[src/rtl/flash_pe_pkg.sv]
package flash_pe_pkg;

    typedef enum logic [2:0] {
        OP_READ       = 3'd0,
        OP_PROG_WORD  = 3'd1,
        OP_PROG_BYTE  = 3'd2,
        OP_ERASE_SECT = 3'd3,
        OP_ERASE_CHIP = 3'd4
    } fop_e;

    typedef enum logic [3:0] {
        S_IDLE,
        S_CMD_SET,
        S_CMD_PULSE,
        S_CMD_HOLD,
        S_OE_GAP,
        S_POLL_ACC,
        S_POLL_CHK,
        S_READ_ACC,
        S_REPORT
    } fstate_e;

    localparam logic [15:0] UNLK_ADDR_A = 16'h5555;
    localparam logic [15:0] UNLK_ADDR_B = 16'h2AAA;
    localparam logic [7:0]  UNLK_BYTE_A = 8'hAA;
    localparam logic [7:0]  UNLK_BYTE_B = 8'h55;
    localparam logic [7:0]  CMD_PROG    = 8'hA0;
    localparam logic [7:0]  CMD_ERASE   = 8'h80;
    localparam logic [7:0]  CMD_SECT    = 8'h30;
    localparam logic [7:0]  CMD_CHIP    = 8'h10;

endpackage

[src/rtl/fl_cmd_table.sv]
module fl_cmd_table
    import flash_pe_pkg::*;
#(
    parameter int ADDR_W = 19,
    parameter int LANES  = 4
) (
    input  fop_e                   op,
    input  logic [2:0]             step,
    input  logic [ADDR_W-1:0]      tgt_addr,
    input  logic [8*LANES-1:0]     wdata,
    output logic [ADDR_W-1:0]      bus_addr,
    output logic [8*LANES-1:0]     bus_data,
    output logic                   last
);
    logic is_erase;
    logic is_chip;

    assign is_erase = (op == OP_ERASE_SECT) || (op == OP_ERASE_CHIP);
    assign is_chip  = (op == OP_ERASE_CHIP);

    always_comb begin
        bus_addr = ADDR_W'(UNLK_ADDR_A);
        bus_data = {LANES{UNLK_BYTE_A}};
        last     = 1'b0;
        unique case (step)
            3'd0: begin
                bus_addr = ADDR_W'(UNLK_ADDR_A);
                bus_data = {LANES{UNLK_BYTE_A}};
            end
            3'd1, 3'd4: begin
                bus_addr = ADDR_W'(UNLK_ADDR_B);
                bus_data = {LANES{UNLK_BYTE_B}};
            end
            3'd2: begin
                bus_addr = ADDR_W'(UNLK_ADDR_A);
                bus_data = is_erase ? {LANES{CMD_ERASE}} : {LANES{CMD_PROG}};
            end
            3'd3: begin
                if (is_erase) begin
                    bus_addr = ADDR_W'(UNLK_ADDR_A);
                    bus_data = {LANES{UNLK_BYTE_A}};
                end else begin
                    bus_addr = tgt_addr;
                    bus_data = wdata;
                    last     = 1'b1;
                end
            end
            default: begin
                last = 1'b1;
                if (is_chip) begin
                    bus_addr = ADDR_W'(UNLK_ADDR_A);
                    bus_data = {LANES{CMD_CHIP}};
                end else begin
                    bus_addr = tgt_addr;
                    bus_data = {LANES{CMD_SECT}};
                end
            end
        endcase
    end
endmodule

[src/rtl/fl_lane_status.sv]
module fl_lane_status #(
    parameter int LANES = 4
) (
    input  logic [8*LANES-1:0] rd_word,
    input  logic [LANES-1:0]   sel,
    input  logic [LANES-1:0]   want7,
    output logic               all_ok
);
    logic [LANES-1:0] lane_ok;

    for (genvar g = 0; g < LANES; g++) begin : g_lane
        assign lane_ok[g] = !sel[g] || (rd_word[8*g+7] == want7[g]);
    end

    assign all_ok = &lane_ok;
endmodule

[src/rtl/fl_phase_timer.sv]
module fl_phase_timer #(
    parameter int CNT_W = 8
) (
    input  logic             clk,
    input  logic             rst_n,
    input  logic             load,
    input  logic [CNT_W-1:0] load_val,
    output logic             expired
);
    logic [CNT_W-1:0] cnt_q;

    always_ff @(posedge clk) begin
        if (!rst_n)            cnt_q <= '0;
        else if (load)         cnt_q <= load_val;
        else if (cnt_q != '0)  cnt_q <= cnt_q - 1'b1;
    end

    assign expired = (cnt_q == '0);
endmodule

[src/rtl/flash_pe_ctrl.sv]
module flash_pe_ctrl
    import flash_pe_pkg::*;
#(
    parameter int ADDR_W   = 19,
    parameter int LANES    = 4,
    parameter int CNT_W    = 8,
    parameter int T_SET    = 1,
    parameter int T_WP     = 3,
    parameter int T_HOLD   = 3,
    parameter int T_OEH    = 1,
    parameter int T_ACC    = 4,
    parameter int POLL_MAX = 100000,
    localparam int LANE_W  = (LANES > 1) ? $clog2(LANES) : 1,
    localparam int DATA_W  = 8 * LANES
) (
    input  logic              clk,
    input  logic              rst_n,
    input  logic              req_valid,
    output logic              req_ready,
    input  logic [2:0]        req_op,
    input  logic [ADDR_W-1:0] req_addr,
    input  logic [LANE_W-1:0] req_lane,
    input  logic [DATA_W-1:0] req_wdata,
    output logic              rsp_done,
    output logic              rsp_fail,
    output logic [DATA_W-1:0] rsp_rdata,
    output logic [ADDR_W-1:0] fl_addr,
    output logic [DATA_W-1:0] fl_dout,
    output logic              fl_dout_en,
    input  logic [DATA_W-1:0] fl_din,
    output logic [LANES-1:0]  fl_cs_n,
    output logic [LANES-1:0]  fl_we_n,
    output logic              fl_oe_n
);
    localparam int POLL_W = $clog2(POLL_MAX + 1);

    fstate_e           state_q, state_d;
    fop_e              op_q, req_kind;
    logic [ADDR_W-1:0] addr_q;
    logic [DATA_W-1:0] wdata_q, cap_q;
    logic [LANES-1:0]  mask_q, want7_q, req_mask, req_bit7;
    logic [2:0]        step_q;
    logic [POLL_W-1:0] poll_q;
    logic              err_q;

    logic [ADDR_W-1:0] cmd_addr;
    logic [DATA_W-1:0] cmd_data;
    logic              cmd_last, tdone, all_ok, poll_last, accept;
    logic [CNT_W-1:0]  next_dur;

    always_comb begin
        unique case (req_op)
            3'd1:    req_kind = OP_PROG_WORD;
            3'd2:    req_kind = OP_PROG_BYTE;
            3'd3:    req_kind = OP_ERASE_SECT;
            3'd4:    req_kind = OP_ERASE_CHIP;
            default: req_kind = OP_READ;
        endcase
    end

    for (genvar g = 0; g < LANES; g++) begin : g_bit7
        assign req_bit7[g] = req_wdata[8*g+7];
    end

    assign req_mask  = (req_kind == OP_PROG_BYTE) ? (LANES'(1) << req_lane) : '1;
    assign accept    = (state_q == S_IDLE) && req_valid;
    assign poll_last = (poll_q == POLL_W'(POLL_MAX - 1));

    fl_cmd_table #(.ADDR_W(ADDR_W), .LANES(LANES)) u_cmd (
        .op       (op_q),
        .step     (step_q),
        .tgt_addr (addr_q),
        .wdata    (wdata_q),
        .bus_addr (cmd_addr),
        .bus_data (cmd_data),
        .last     (cmd_last)
    );

    fl_lane_status #(.LANES(LANES)) u_stat (
        .rd_word (cap_q),
        .sel     (mask_q),
        .want7   (want7_q),
        .all_ok  (all_ok)
    );

    function automatic logic [CNT_W-1:0] dur_of(fstate_e s);
        unique case (s)
            S_CMD_SET:   dur_of = CNT_W'(T_SET - 1);
            S_CMD_PULSE: dur_of = CNT_W'(T_WP - 1);
            S_CMD_HOLD:  dur_of = CNT_W'(T_HOLD - 1);
            S_OE_GAP:    dur_of = CNT_W'(T_OEH - 1);
            S_POLL_ACC,
            S_READ_ACC:  dur_of = CNT_W'(T_ACC - 1);
            default:     dur_of = '0;
        endcase
    endfunction

    assign next_dur = dur_of(state_d);

    fl_phase_timer #(.CNT_W(CNT_W)) u_tmr (
        .clk      (clk),
        .rst_n    (rst_n),
        .load     (state_d != state_q),
        .load_val (next_dur),
        .expired  (tdone)
    );

    // next-state logic
    always_comb begin
        state_d = state_q;
        unique case (state_q)
            S_IDLE:      if (req_valid)
                             state_d = (req_kind == OP_READ) ? S_READ_ACC : S_CMD_SET;
            S_CMD_SET:   if (tdone) state_d = S_CMD_PULSE;
            S_CMD_PULSE: if (tdone) state_d = S_CMD_HOLD;
            S_CMD_HOLD:  if (tdone) state_d = cmd_last ? S_OE_GAP : S_CMD_SET;
            S_OE_GAP:    if (tdone) state_d = S_POLL_ACC;
            S_POLL_ACC:  if (tdone) state_d = S_POLL_CHK;
            S_POLL_CHK:  state_d = (all_ok || poll_last) ? S_REPORT : S_POLL_ACC;
            S_READ_ACC:  if (tdone) state_d = S_REPORT;
            S_REPORT:    state_d = S_IDLE;
            default:     state_d = S_IDLE;
        endcase
    end

    // state register
    always_ff @(posedge clk) begin
        if (!rst_n) state_q <= S_IDLE;
        else        state_q <= state_d;
    end

    // operation context and capture
    always_ff @(posedge clk) begin
        if (!rst_n) begin
            op_q    <= OP_READ;
            addr_q  <= '0;
            wdata_q <= '0;
            mask_q  <= '0;
            want7_q <= '0;
            step_q  <= '0;
            poll_q  <= '0;
            err_q   <= 1'b0;
            cap_q   <= '0;
        end else begin
            if (accept) begin
                op_q    <= req_kind;
                addr_q  <= req_addr;
                wdata_q <= req_wdata;
                mask_q  <= req_mask;
                want7_q <= ((req_kind == OP_ERASE_SECT) || (req_kind == OP_ERASE_CHIP))
                           ? '1 : req_bit7;
                step_q  <= '0;
                poll_q  <= '0;
                err_q   <= 1'b0;
            end
            if (state_q == S_CMD_HOLD && tdone)
                step_q <= step_q + 3'd1;
            if ((state_q == S_POLL_ACC || state_q == S_READ_ACC) && tdone)
                cap_q <= fl_din;
            if (state_q == S_POLL_CHK && !all_ok) begin
                poll_q <= poll_q + 1'b1;
                if (poll_last) err_q <= 1'b1;
            end
        end
    end

    // outputs
    always_comb begin
        req_ready  = 1'b0;
        rsp_done   = 1'b0;
        fl_cs_n    = '1;
        fl_we_n    = '1;
        fl_oe_n    = 1'b1;
        fl_dout_en = 1'b0;
        fl_addr    = addr_q;
        fl_dout    = cmd_data;
        unique case (state_q)
            S_IDLE:      req_ready = 1'b1;
            S_CMD_SET,
            S_CMD_HOLD: begin
                fl_cs_n    = ~mask_q;
                fl_addr    = cmd_addr;
                fl_dout_en = 1'b1;
            end
            S_CMD_PULSE: begin
                fl_cs_n    = ~mask_q;
                fl_we_n    = ~mask_q;
                fl_addr    = cmd_addr;
                fl_dout_en = 1'b1;
            end
            S_POLL_ACC: begin
                fl_cs_n = ~mask_q;
                fl_oe_n = 1'b0;
            end
            S_READ_ACC: begin
                fl_cs_n = '0;
                fl_oe_n = 1'b0;
            end
            S_REPORT:    rsp_done = 1'b1;
            default: ;
        endcase
    end

    assign rsp_fail  = rsp_done && err_q;
    assign rsp_rdata = cap_q;

endmodule

[config.mk]
export PLATFORM = sky130hd
export DESIGN_NAME = flash_pe_ctrl
export DESIGN_NICKNAME = d
export VERILOG_FILES = /design/src/rtl/flash_pe_pkg.sv /design/src/rtl/fl_cmd_table.sv /design/src/rtl/fl_lane_status.sv /design/src/rtl/fl_phase_timer.sv /design/src/rtl/flash_pe_ctrl.sv
export SDC_FILE = /design/constraint.sdc
export NUM_CORES = 1
export LEC_CHECK = 0
export BUFFER_PORTS_ARGS = -buffer_cell sky130_fd_sc_hd__buf_2
export CAP_MARGIN = 40
export CELL_PAD_IN_SITES_DETAIL_PLACEMENT = 1
export CELL_PAD_IN_SITES_GLOBAL_PLACEMENT = 1
export CORE_ASPECT_RATIO = 0.8
export CORE_MARGIN = 2
export CORE_UTILIZATION = 36
export DETAILED_ROUTE_END_ITERATION = 12
export PLACE_DENSITY = 0.79
export SLEW_MARGIN = 20
export SYNTH_ARGS = -nofsm -noshare
export SYNTH_HDL_FRONTEND = slang
export SYNTH_SLANG_ARGS = --single-unit
[constraint.sdc]
create_clock -name clk -period 2.55 [get_ports clk]
set_input_delay 0.3825 -clock clk [delete_from_list [all_inputs] [get_ports clk]]
set_output_delay 0.3825 -clock clk [all_outputs]
set_load 0.02 [all_outputs]
Yosys cells after proc, flatten, opt, wreduce, memory -nomap -nowiden

Index checks and enable logic that the tools add are counted.

Add/subtract/negate cells: 3
Eq/ne operators: 31
Shifts and indexed selects: 1
Multiplexer cells: 40
Bitwise operators: 1
Reductions and logical operators: 35

Operators by type and width:

| operator              | count |
|---|---|
| $pmux 32 s4           | 1 |
| $mux 30               | 2 |
| $mux 19               | 3 |
| $pmux 19 s3           | 1 |
| $mux 4                | 11 |
| $mux 17               | 2 |
| $mux 32               | 1 |
| $pmux 4 s8            | 1 |
| $eq 4x3->1 const B    | 6 |
| $eq 3x2->1 const B    | 7 |
| $add 17x1->17 const B | 1 |
| $eq 17x17->1 const B  | 1 |
| $eq 4x2->1 const B    | 4 |
| $mux 8                | 2 |
| $eq 3x3->1 const B    | 4 |
| $mux 3                | 4 |
| $pmux 3 s4            | 1 |
| $reduce_or 2->1       | 5 |
| $logic_not 8->1       | 1 |
| $logic_or 1x1->1      | 8 |
| $mux 1                | 8 |
| $pmux 4 s2            | 1 |
| $reduce_bool 8->1     | 1 |
| $reduce_or 4->1       | 2 |
| other kinds (18)      | 33 |

Flip-flop bits (word level): 127
Input bits: 91
Output and inout bits: 96
Logic and storage cells: 122

Logic depth before layout (Yosys ltp)

Gate-level depths: netlist of the first run.

Depth after elaboration: 11
Gate-level depth with buffers: 10
Depth with buffers taken out: 9

Hierarchy

Synthesis of the first run repeated with hierarchy kept, for this count alone.

Cells, all modules: 817
Area total of the unflattened synthesis: 6366.1 µm²

By module, submodules not included:

| module         | instances | cells an instance | area an instance (µm²) | sequential area each (µm²) |
|---|---|---|---|---|
| flash_pe_ctrl  | 1         | 666               | 5212.5                 | 2382.3 |
| fl_cmd_table   | 1         | 94                | 636.9                  | 0.0 |
| fl_phase_timer | 1         | 51                | 457.9                  | 160.2 |
| fl_lane_status | 1         | 6                 | 58.8                   | 0.0 |

Worst setup path before layout of the first run

OpenSTA, ideal clock, no wires.

Path type: reg2out
Start: register step_q[1]
End: output fl_dout[0]
Data arrival time: 1.899 ns
Data required time: 2.168 ns
Setup slack: 0.268 ns
Cell stages (with the launch flop): 9
Buffers on the path: 2
Cell sequence: dfxtp_1 ha_1 ha_1 clkbuf_1 nand2_1 nor3_1 clkbuf_1 nand2_1 nand2_1

Cells in the longest elaborated chain, start to end: 3
Elaborated cells between the ends (all ways): 7
Those cells by class: 4 x eq/ne; 1 x mux; 2 x reduce/logical

RTL lines:

| element                                  | RTL line             | source |
|---|---|---|
| start, declared                          | flash_pe_ctrl.sv:42  | `logic [2:0] step_q;` |
| start signal, assigned                   | flash_pe_ctrl.sv:157 | `step_q <= step_q + 3'd1;` |
| $eq 3x1->1 or $eq 3x3->1 (tied branches) | fl_cmd_table.sv:25   | `unique case (step)` |
| $reduce_or 2->1                          | fl_cmd_table.sv:25   |  |
| $pmux 32 s4 (*)                          | fl_cmd_table.sv:25   |  |
| end, declared                            | flash_pe_ctrl.sv:28  | `output logic [DATA_W-1:0] fl_dout,` |

Mark *: on every way between the ends. The rest lies on a longest branch, timed or not.

Worst setup path after layout of the first run

Start: register step_q[0]
End: output fl_addr[15]

Cells in the longest elaborated chain, start to end: 4
Elaborated cells between the ends (all ways): 9
Those cells by class: 4 x eq/ne; 2 x mux; 3 x reduce/logical

RTL lines:

| element                                   | RTL line             | source |
|---|---|---|
| $eq 3x2->1 (tied with other cells)        | fl_cmd_table.sv:25   |  |
| $reduce_or 2->1, on equally long branches | --                   |  |
| $pmux 19 s3 (*)                           | fl_cmd_table.sv:25   |  |
| $mux 19 (*)                               | flash_pe_ctrl.sv:177 | `unique case (state_q)` |
| end, declared                             | flash_pe_ctrl.sv:27  | `output logic [ADDR_W-1:0] fl_addr,` |

Marked as above.

==> impl_metrics.json, run 1 <==
{
  "synth_top_area_share_pct": 42.3,
  "drc": 0,
  "die_h_um": 120,
  "cts_root_buffer": "clkbuf_16",
  "dieArea_um2": 17800,
  "synth_area_um2": 6020,
  "design.core.area_um2": 16400,
  "drtIter0Drc": 404,
  "worst_setup_path_start_kind": "flop",
  "ios": 187,
  "p_leak_uw": 0.00348,
  "post_drt_wl_per_cell_um": 17.3,
  "path_class": "flop to output pin",
  "required_ns": 2.17,
  "grt_overflow_total": 0,
  "ys.warnings.count": 0,
  "preCtsSetupSlack_ns": 0.0765,
  "maxSlewViolCount": 0,
  "irDropWorstVdd_v": 0.000629,
  "max_slew_margin_pct": 62.4,
  "setup_violations": 0,
  "cts_buffers": 17,
  "arrival_ns": 2.16,
  "fmax_ghz": 0.394,
  "drv_cap": 0,
  "grt_pass1_vias": 6589,
  "avgViaCountPerCell": 5.25,
  "grt_pass1_wl_um": 34200,
  "synth.avg_cell_area_um2": 7.54,
  "syn_to_final_growth_pct": 36.4,
  "yosys-top-cells-area": "dfxtp_1 (42%), nand2_1 (14%), a21oi_1 (10%), nor2_1 (2.7%), clkbuf_1 (2.5%)",
  "grt.total_usage_pct": 24.2,
  "layout-drive-gt1-share_pct": 31.3,
  "synthArstFlopShare_pct": 0,
  "dr.pass1.iters": 6,
  "cts.sinks": 127,
  "min_path_type": "input port to flop",
  "grt_antenna_before_repair": 3,
  "ys_seq_elements": 127,
  "portBuffers": 186,
  "hpwl_um": 14000,
  "hold_ws_ns": 0.183,
  "wirelength_um": 21300,
  "start_util_pct": 36.6,
  "endpoint_kind": "output pin",
  "grt_max_degree": 49,
  "synth_most_common_cell": "nand2_1",
  "status": "finished clean",
  "gp_congestion": 0.890,
  "syn_nets": 896,
  "synth_common_cells": "nand2_1 (232), dfxtp_1 (127), a21oi_1 (126), nor2_1 (43), clkbuf_1 (40)",
  "fp.dieW_um": 149,
  "synthCells": 798,
  "synth_ff_type": "dfxtp_1",
  "ys_seq_area_share_pct": 42.3,
  "skew_ns": 0.0123,
  "clk_pin_slew_ns": 0.06,
  "nets": 1097,
  "nFillCells": 2085,
  "htreeDepth": 4,
  "fin_ws_ns": 0.00956,
  "tightestPinTransition_ns": 0.561,
  "multi_input_area_um2": 3370,
  "cts_buffer_depth": 2,
  "final_hold_viol_count": 0,
  "final_util_pct": 49.9,
  "path_max_fanout": 6,
  "rsz0062_at_grt": "yes",
  "hold_buffers": 0,
  "seq_area_um2": 2560,
  "synthDistinctLibCells": 61,
  "synth_largest_area_cell": "dfxtp_1",
  "insertion_delay_ns": 0.43,
  "power_density_nw_per_um2": 1050,
  "period_minus_slack_ns": 2.54,
  "cts_tree": "built",
  "rows": 42,
  "ant_nets": 0,
  "synth_edf_count": 0,
  "via_count": 6473,
  "period_share_pct": 99.6
}
-- where the power goes --
group          internal (uW)  total [uW]  switching, uW  leakage [uW]
registers               2290        2550            262       0.00104
clock network           1480        2460            980      0.000288
logic                   1420        3600           2170       0.00215
-- through the flow --
step	area, um^2	setup TNS (ns)	cells	power, uW
after floorplan	6020	0	798	4800
after global placement	7300	0	1188	5830
after detailed placement	7300	0	1188	5890
after CTS	8090	-0.00998	1226	8430
after global routing	8200	-1.71	1232	9110
final	8210	0	1234	8600
-- kinds of logic (layout without fill, tap and decap cells) --
group / Yosys count / after routing / share of synthesized area [%]
flip-flops: 127 / 127 / 42.3
XOR/XNOR: 12 / 12 / 1.75
AO/OA/AOI/OAI: 223 / 223 / 22.7
adder cells (fa/ha/maj): 7 / 7 / 1.46
multiplexers: 3 / 3 / 0.499
other: 0 / 2 / 0
buffers and inverters: 62 / 276 / 4.18
AND/OR/NAND/NOR: 364 / 364 / 27.2
-- final cells by class --
| type | count | share of cell area (%) |
|---|---|---|
| diodes | 2 | 0.0610 |
| inverters | 10 | 0.472 |
| clock inverters | 14 | 1.89 |
| multi-input cells | 609 | 41.1 |
| flip-flops and latches | 127 | 31.2 |
| well taps | 220 | 3.35 |
| clock buffers | 18 | 5.35 |
| repair buffers | 234 | 16.6 |
-- final timing paths --
kind | end | slack, ns | startpoint | cells past startpoint
max | fl_addr[15] | 0.01 | step_q[0]$_SDFFE_PN0P_ | 8
min | rsp_rdata[21]$_SDFFE_PN0P_ | 0.18 | fl_din[21] | 3
max reg2reg | u_tmr.cnt_q[0]$_SDFFE_PN0P_ | 0.07 | u_tmr.cnt_q[0]$_SDFFE_PN0P_ | 9
min reg2reg | addr_q[18]$_SDFFE_PN0P_ | 0.45 | addr_q[18]$_SDFFE_PN0P_ | 2
-- routing by layer --
layer,global-route usage (%),vias up,part of all wire [%]
met1,31.4,3080,45
met2,38.6,211,46
met3,7.15,40,7.1
met4,8.21,2,1.9
li1,-,3140,-
met5,0,-,0.080
-- state kept, by name (all words and copies together) (netlist names) --
name	cells
state_q	4
err_q	1
addr_q	19
u_tmr.cnt_q	8
step_q	3
wdata_q	32
want7_q	4
poll_q	17
rsp_rdata	32
mask_q	4
op_q	3
-- cells in the final DEF, fill, tap and decap left out, types with 3 or more instances in the layout --
cell type / Yosys / layout
nor3_1: 6 / 5
nor2_2: 0 / 3
inv_6: 0 / 5
nor2_1: 43 / 38
a31o_2: 4 / 4
o21a_1: 10 / 10
xnor2_1: 4 / 4
inv_1: 9 / 9
o31ai_1: 5 / 5
buf_6: 2 / 8
clkinv_2: 0 / 3
o21ai_0: 23 / 23
nor2b_1: 7 / 7
o221a_2: 5 / 5
o22a_1: 7 / 7
nand4_1: 6 / 6
nand2b_1: 7 / 7
a21o_1: 12 / 12
buf_2: 3 / 172
dfxtp_2: 0 / 3
o21ai_1: 9 / 8
nand3b_1: 6 / 6
clkinv_4: 0 / 3
or3_1: 3 / 3
ha_4: 0 / 3
and3_1: 5 / 5
dfxtp_1: 127 / 121
nand2_1: 232 / 229
clkbuf_16: 0 / 17
and2_1: 8 / 6
buf_4: 0 / 53
xor2_1: 8 / 8
nand2_2: 1 / 4
dfxtp_4: 0 / 3
nand3_1: 22 / 22
a21oi_1: 126 / 126
a211oi_1: 4 / 4
-- worst max-delay path, cell delays in order, from the launching register on --
cell	delay, ns
dfxtp_4	0.38
inv_1	0.11
ha_4	0.22
mux2i_4	0.20
nand2_1	0.11
o211ai_1	0.25
buf_4	0.20
and2_1	0.13
buf_4	0.13
-- repair_timing --
action	in CTS	in global routing
cloned	1	0
setup endpoints to repair	49	41
resized for setup	45	19
pin swaps	4	6
setup buffers	5	6
No activity file was read; power rests on OpenSTA's default activity.
==> inputs of run 2 (changes only) <==
MAX_ROUTING_LAYER = met4   (was not set)
==> impl_metrics.json, run 2 (synthesis results as in run 1) <==
{
  "drv_cap": 0,
  "dieArea_um2": 17800,
  "fin_area_um2": 8220,
  "placed_area_um2": 7300,
  "setup_violations": 0,
  "final_common_cell": "nand2_1",
  "post_drt_wl_per_cell_um": 17.4,
  "period_share_pct": 99.7,
  "rr_worst_depth": 9,
  "grt_pass1_wl_um": 34100,
  "via_count": 6530,
  "power.total_uw": 8610,
  "path_max_fanout": 6,
  "wl_met3_um": 1460,
  "grt_max_degree": 49,
  "hold_depth": 3,
  "final_hold_viol_count": 0,
  "avgViaCountPerCell": 5.29,
  "endpoint_kind": "output pin",
  "grt_overflow_total": 0,
  "rows": 42,
  "min_to": "rsp_rdata[30]$_SDFFE_PN0P_",
  "nets": 1097,
  "wl_met2_um": 9850,
  "r2r_start": "u_tmr.cnt_q[0]$_SDFFE_PN0P_",
  "die_h_um": 120,
  "drtIter0Drc": 418,
  "fmax_ghz": 0.393,
  "maxSlewViolCount": 0,
  "skew_ns": 0.0111,
  "dr.pass1.iters": 5,
  "design.core.area_um2": 16400,
  "layout_common_cells": "nand2_1 (229), buf_2 (172), a21oi_1 (126)",
  "arrival_ns": 2.16,
  "r2r-end": "u_tmr.cnt_q[0]$_SDFFE_PN0P_",
  "clk_pin_slew_ns": 0.06,
  "max_slew_margin_pct": 60.9,
  "wl_met1_um": 9780,
  "cts_tree": "built",
  "cts_buffer_depth": 2,
  "cts_root_buffer": "clkbuf_16",
  "htreeDepth": 4,
  "rsz0062_at_grt": "yes",
  "insertion_delay_ns": 0.43,
  "status": "finished clean",
  "layout-drive-gt1-share_pct": 31.3,
  "grt.total_usage_pct": 24.9,
  "hpwl_um": 14000,
  "cts.sinks": 127,
  "nFillCells": 2082,
  "hold_ws_ns": 0.184,
  "start_util_pct": 36.6,
  "wirelength_um": 21500,
  "grt_antenna_before_repair": 3,
  "p_leak_uw": 0.00348,
  "top_layer": "met4",
  "fp.dieW_um": 149,
  "irDropWorstVdd_v": 0.000628,
  "worst_setup_path_start_kind": "flop",
  "cts_buffers": 17,
  "min-delay-start": "fl_din[30]",
  "portBuffers": 186,
  "tightestPinTransition_ns": 0.581,
  "path_class": "flop to output pin",
  "ios": 187,
  "grt_pass1_vias": 6580,
  "required_ns": 2.17,
  "min_path_type": "input port to flop",
  "ant_nets": 0,
  "ff2ff_setup_slack_ns": 0.08,
  "power_density_nw_per_um2": 1050,
  "gp_congestion": 0.905,
  "hold_buffers": 0,
  "syn_to_final_growth_pct": 36.6,
  "drc": 0,
  "period_minus_slack_ns": 2.54
}
run 2: cell types whose count changed in the layout (fill, tap and decap cells not counted), sizes merged:
cell / change
diode: +1
run 2: routing by layer:
layer | track usage (%) | vias up
li1 | - | 3136
met1 | 31.8 | 3139
met2 | 38.4 | 217
met3 | 6.69 | 38
met4 | 8.45 | 0
met5 | - | -
run 2: worst max-delay path by stage:
| stage | startpoint | end | slack [ns] |
|---|---|---|---|
| floorplan | step_q[1]$_SDFFE_PN0P_ | fl_dout[0] | 0.27 |
| global placement | u_tmr.cnt_q[0]$_SDFFE_PN0P_ | u_tmr.cnt_q[0]$_SDFFE_PN0P_ | 0.24 |
| detailed placement | u_tmr.cnt_q[0]$_SDFFE_PN0P_ | u_tmr.cnt_q[0]$_SDFFE_PN0P_ | 0.08 |
| CTS | op_q[2]$_SDFFE_PN0P_ | fl_dout[0] | -0.01 |
| global route | step_q[0]$_SDFFE_PN0P_ | fl_addr[7] | -0.13 |
| finish | step_q[0]$_SDFFE_PN0P_ | fl_dout[5] | 0.008 |
run 2: critical path: stages (launching register included):
cell     delay [ns]
dfxtp_4        0.37
inv_1          0.15
ha_4           0.23
nand2_1        0.14
a21oi_1        0.36
nor2_2         0.12
a21oi_1        0.17
buf_2          0.19
run 2: power breakdown:
group	internal, uW	switching (uW)	total (uW)
combinational	1420	2180	3600
sequential	2290	262	2550
clock	1480	979	2460
total	5190	3420	8610
run 2: area by class of cell:
type | instances | area (um^2) | area share (%)
Antenna cell | 3 | 7.51 | 0.0914
Clock buffer | 18 | 439 | 5.34
Clock inverter | 14 | 155 | 1.89
Inverter | 10 | 38.8 | 0.472
Multi-Input combinational cell | 609 | 3380 | 41.1
Sequential cell | 127 | 2560 | 31.1
Tap cell | 220 | 275 | 3.35
Timing Repair Buffer | 234 | 1360 | 16.6
run 2: through the flow:
| stage | util, % | setup TNS, ns | setup slack (ns) | std cells |
|---|---|---|---|---|
| after floorplan | - | 0 | 0.268 | 798 |
| after global placement | 44.4 | 0 | 0.237 | 1188 |
| after detailed placement | 44.4 | 0 | 0.0765 | 1188 |
| after CTS | 49.2 | -0.00998 | -0.00998 | 1226 |
| after global routing | 50.0 | -1.88 | -0.129 | 1235 |
| final | 50.0 | 0 | 0.00786 | 1235 |
run 2: repair_timing:
action / CTS / global route
buffers inserted: 5 / 6
cloned: 1 / 0
pin swaps: 4 / 6
setup endpoints to repair: 49 / 41
resized for setup: 45 / 20
==> inputs of run 3 (changes only) <==
CORE_UTILIZATION = 37   (was 36)
PLACE_DENSITY = 0.8   (was 0.79)
SYNTH_HIERARCHICAL = 1   (was not set)
==> impl_metrics.json, run 3 <==
{
  "min-delay-start": "fl_din[2]",
  "pwr-share-seq_pct": 32.4,
  "hold_ws_ns": 0.191,
  "dp_cells": 1198,
  "period_minus_slack_ns": 2.43,
  "path_cells": "buf_6, and4bb_2, nor3_4, buf_4, and3_1, nand2_1, nand2_1, buf_2",
  "hold_buffers": 0,
  "path_class": "flop to output pin",
  "dr.pass1.iters": 4,
  "skew_ns": 0.00658,
  "yosys-top-cells-area": "dfxtp_1 (40%), nand2_1 (15%), a21boi_0 (9.1%), a21o_1 (3.5%), o21ai_0 (2.0%)",
  "cp_slowest_cell": "dfxtp_1",
  "cts_buffer_depth": 2,
  "fmax_ghz": 0.411,
  "arrival_ns": 2.05,
  "hpwl_um": 14300,
  "htreeDepth": 4,
  "cts_buffers": 17,
  "drc": 0,
  "intPower_uw": 5050,
  "tns_ns": 0,
  "cts_root_buffer": "clkbuf_16",
  "post_drt_wl_per_cell_um": 16.5,
  "clock_power_share_pct": 38.7,
  "endpoint_kind": "output pin",
  "synthArstFlopShare_pct": 0,
  "max_stage_delay_ns": 0.37,
  "synth_most_common_cell": "nand2_1",
  "clk_pin_slew_ns": 0.05,
  "grt_overflow_total": 0,
  "gp_congestion": 0.872,
  "design.core.area_um2": 16700,
  "grt_pass1_wl_um": 32700,
  "synth_area_um2": 6370,
  "power_density_nw_per_um2": 909,
  "synth.avg_cell_area_um2": 7.79,
  "insertion_delay_ns": 0.43,
  "grt.total_usage_pct": 23.5,
  "worst_setup_path_start_kind": "flop",
  "cts.sinks": 127,
  "grt_pass1_vias": 6432,
  "synth_top_area_share_pct": 39.9,
  "ys.warnings.count": 6,
  "ys_seq_elements": 127,
  "layout-drive-gt1-share_pct": 26.8,
  "drtIter0Drc": 312,
  "combPwrFrac_pct": 28.8,
  "switchingPower_uw": 2500,
  "maxSlewViolCount": 0,
  "preCtsSetupSlack_ns": 0.243,
  "final_cell_count_no_fill": 1237,
  "ant_nets": 0,
  "via_count": 6357,
  "rr_worst_depth": 7,
  "drv_cap": 0,
  "final_common_cell": "nand2_1",
  "required_ns": 2.17,
  "grt_antenna_before_repair": 1,
  "fp.dieW_um": 151,
  "portBuffers": 186,
  "synthCells": 817,
  "p_sw_share_pct": 33.1,
  "avgViaCountPerCell": 5.14,
  "ff2ff_setup_slack_ns": 0.21,
  "r2r-end": "poll_q[15]$_SDFFE_PN0P_",
  "setup_violations": 0,
  "period_share_pct": 95.5,
  "min_to": "rsp_rdata[2]$_SDFFE_PN0P_",
  "min_path_type": "input port to flop",
  "worst_path_most_repeated_cell": "nand2_1",
  "path_max_fanout": 12,
  "cts_tree": "built",
  "synth_edf_count": 0,
  "max_slew_margin_pct": 53.3,
  "syn_to_final_growth_pct": 30.6,
  "status": "finished clean",
  "p_leak_uw": 0.00373,
  "start_util_pct": 38.1,
  "irDropWorstVdd_v": 0.000507,
  "r2r_start": "rsp_rdata[31]$_SDFFE_PN0P_",
  "synth_largest_area_cell": "dfxtp_1",
  "dieArea_um2": 18300,
  "synth_ff_type": "dfxtp_1",
  "final_hold_viol_count": 0,
  "grt_max_degree": 44,
  "layout_common_cells": "nand2_1 (261), buf_2 (187), dfxtp_1 (126)",
  "tightestPinTransition_ns": 0.698,
  "synthDistinctLibCells": 62,
  "nets": 1096,
  "hold_depth": 3,
  "fin_ws_ns": 0.116,
  "ys_seq_area_share_pct": 39.9,
  "synth_common_cells": "nand2_1 (261), dfxtp_1 (127), a21boi_0 (77), nor2_1 (31)",
  "die_h_um": 121,
  "ios": 187,
  "rows": 42,
  "wirelength_um": 20400
}
-- run 3: cell types whose count changed in the layout (fill, tap and decap cells not counted), sizes merged, moves of 6 or more --
cell	before	now
inv	14	8
a21o	13	30
a21oi	126	21
buf	234	216
nor2	43	32
conb	0	6
a21boi	0	85
o22a	7	0
nand2	233	262
o21ai	33	25
o21a	10	16
-- run 3: what timing repair did --
item,in CTS,in global routing
pin swaps,0,0
cloned,1,1
setup endpoints to repair,8,13
buffers inserted,3,0
resized for setup,3,8
-- run 3: how the worst max path moves through the flow --
stage                                       end  depth (start not counted)                        start
CTS                                  fl_cs_n[0]                          6        state_q[1]$_SDFF_PN0_
global placement    u_tmr/cnt_q[1]$_SDFFE_PN0P_                          9  u_tmr/cnt_q[3]$_SDFFE_PN0P_
global route                        fl_addr[16]                          8       step_q[2]$_SDFFE_PN0P_
finish                              fl_addr[16]                          8       step_q[2]$_SDFFE_PN0P_
detailed placement      poll_q[15]$_SDFFE_PN0P_                          7      want7_q[3]$_SDFFE_PN0P_
floorplan           u_tmr/cnt_q[1]$_SDFFE_PN0P_                         11  u_tmr/cnt_q[3]$_SDFFE_PN0P_
-- run 3: power groups by stage --
stage	logic [uW]	registers (uW)	clock network (uW)
finish	2180	2450	2930
detailed placement	2090	2490	0
global route	2400	2490	3100
global placement	2050	2480	0
CTS	2180	2450	2990
floorplan	1460	2440	0
-- run 3: kinds of logic after synthesis --
group	count (synthesis)	synth area share, %
simple gates	391	28.2
compound gates	213	23.9
flops	127	39.9
buf+inv	65	4.89
xor+xnor	14	1.93
fa+ha+maj	3	0.590
mux	3	0.472
other cells	1	0.0589
-- run 3: cell type report --
type,count,area [um^2]
tap,220,275
timing repair inverter,1,7.51
inverter,9,37.5
timing repair buffer,216,1180
sequential,127,2540
clock inverter,10,229
antenna,2,5.00
multi-input combinational,630,3550
clock buffer,22,484
fill,2084,8400
-- run 3: per-stage QoR --
step	cell area, um^2	util (%)	total power, uW
2_1_floorplan	6380	-	3900
3_3_place_gp	7510	45.0	4530
3_5_place_dp	7530	45.1	4580
4_1_cts	8280	49.6	7630
5_1_grt	8310	49.7	7980
6_report	8310	49.7	7560
-- run 3: routing by layer --
layer | GRT usage, % | vias up | part of all wire [%]
met5 | - | - | 0
met4 | 6.25 | 0 | 1.3
met3 | 6.65 | 22 | 5.2
met2 | 37.8 | 131 | 48
met1 | 29.1 | 3048 | 45
li1 | - | 3156 | -
-- run 3: worst max-delay path: cells and delay by family, from the launching register on --
kind	cells	cell delay, ns
and+or+nand+nor	5	0.72
DFF	1	0.37
buffers and inverters	3	0.53
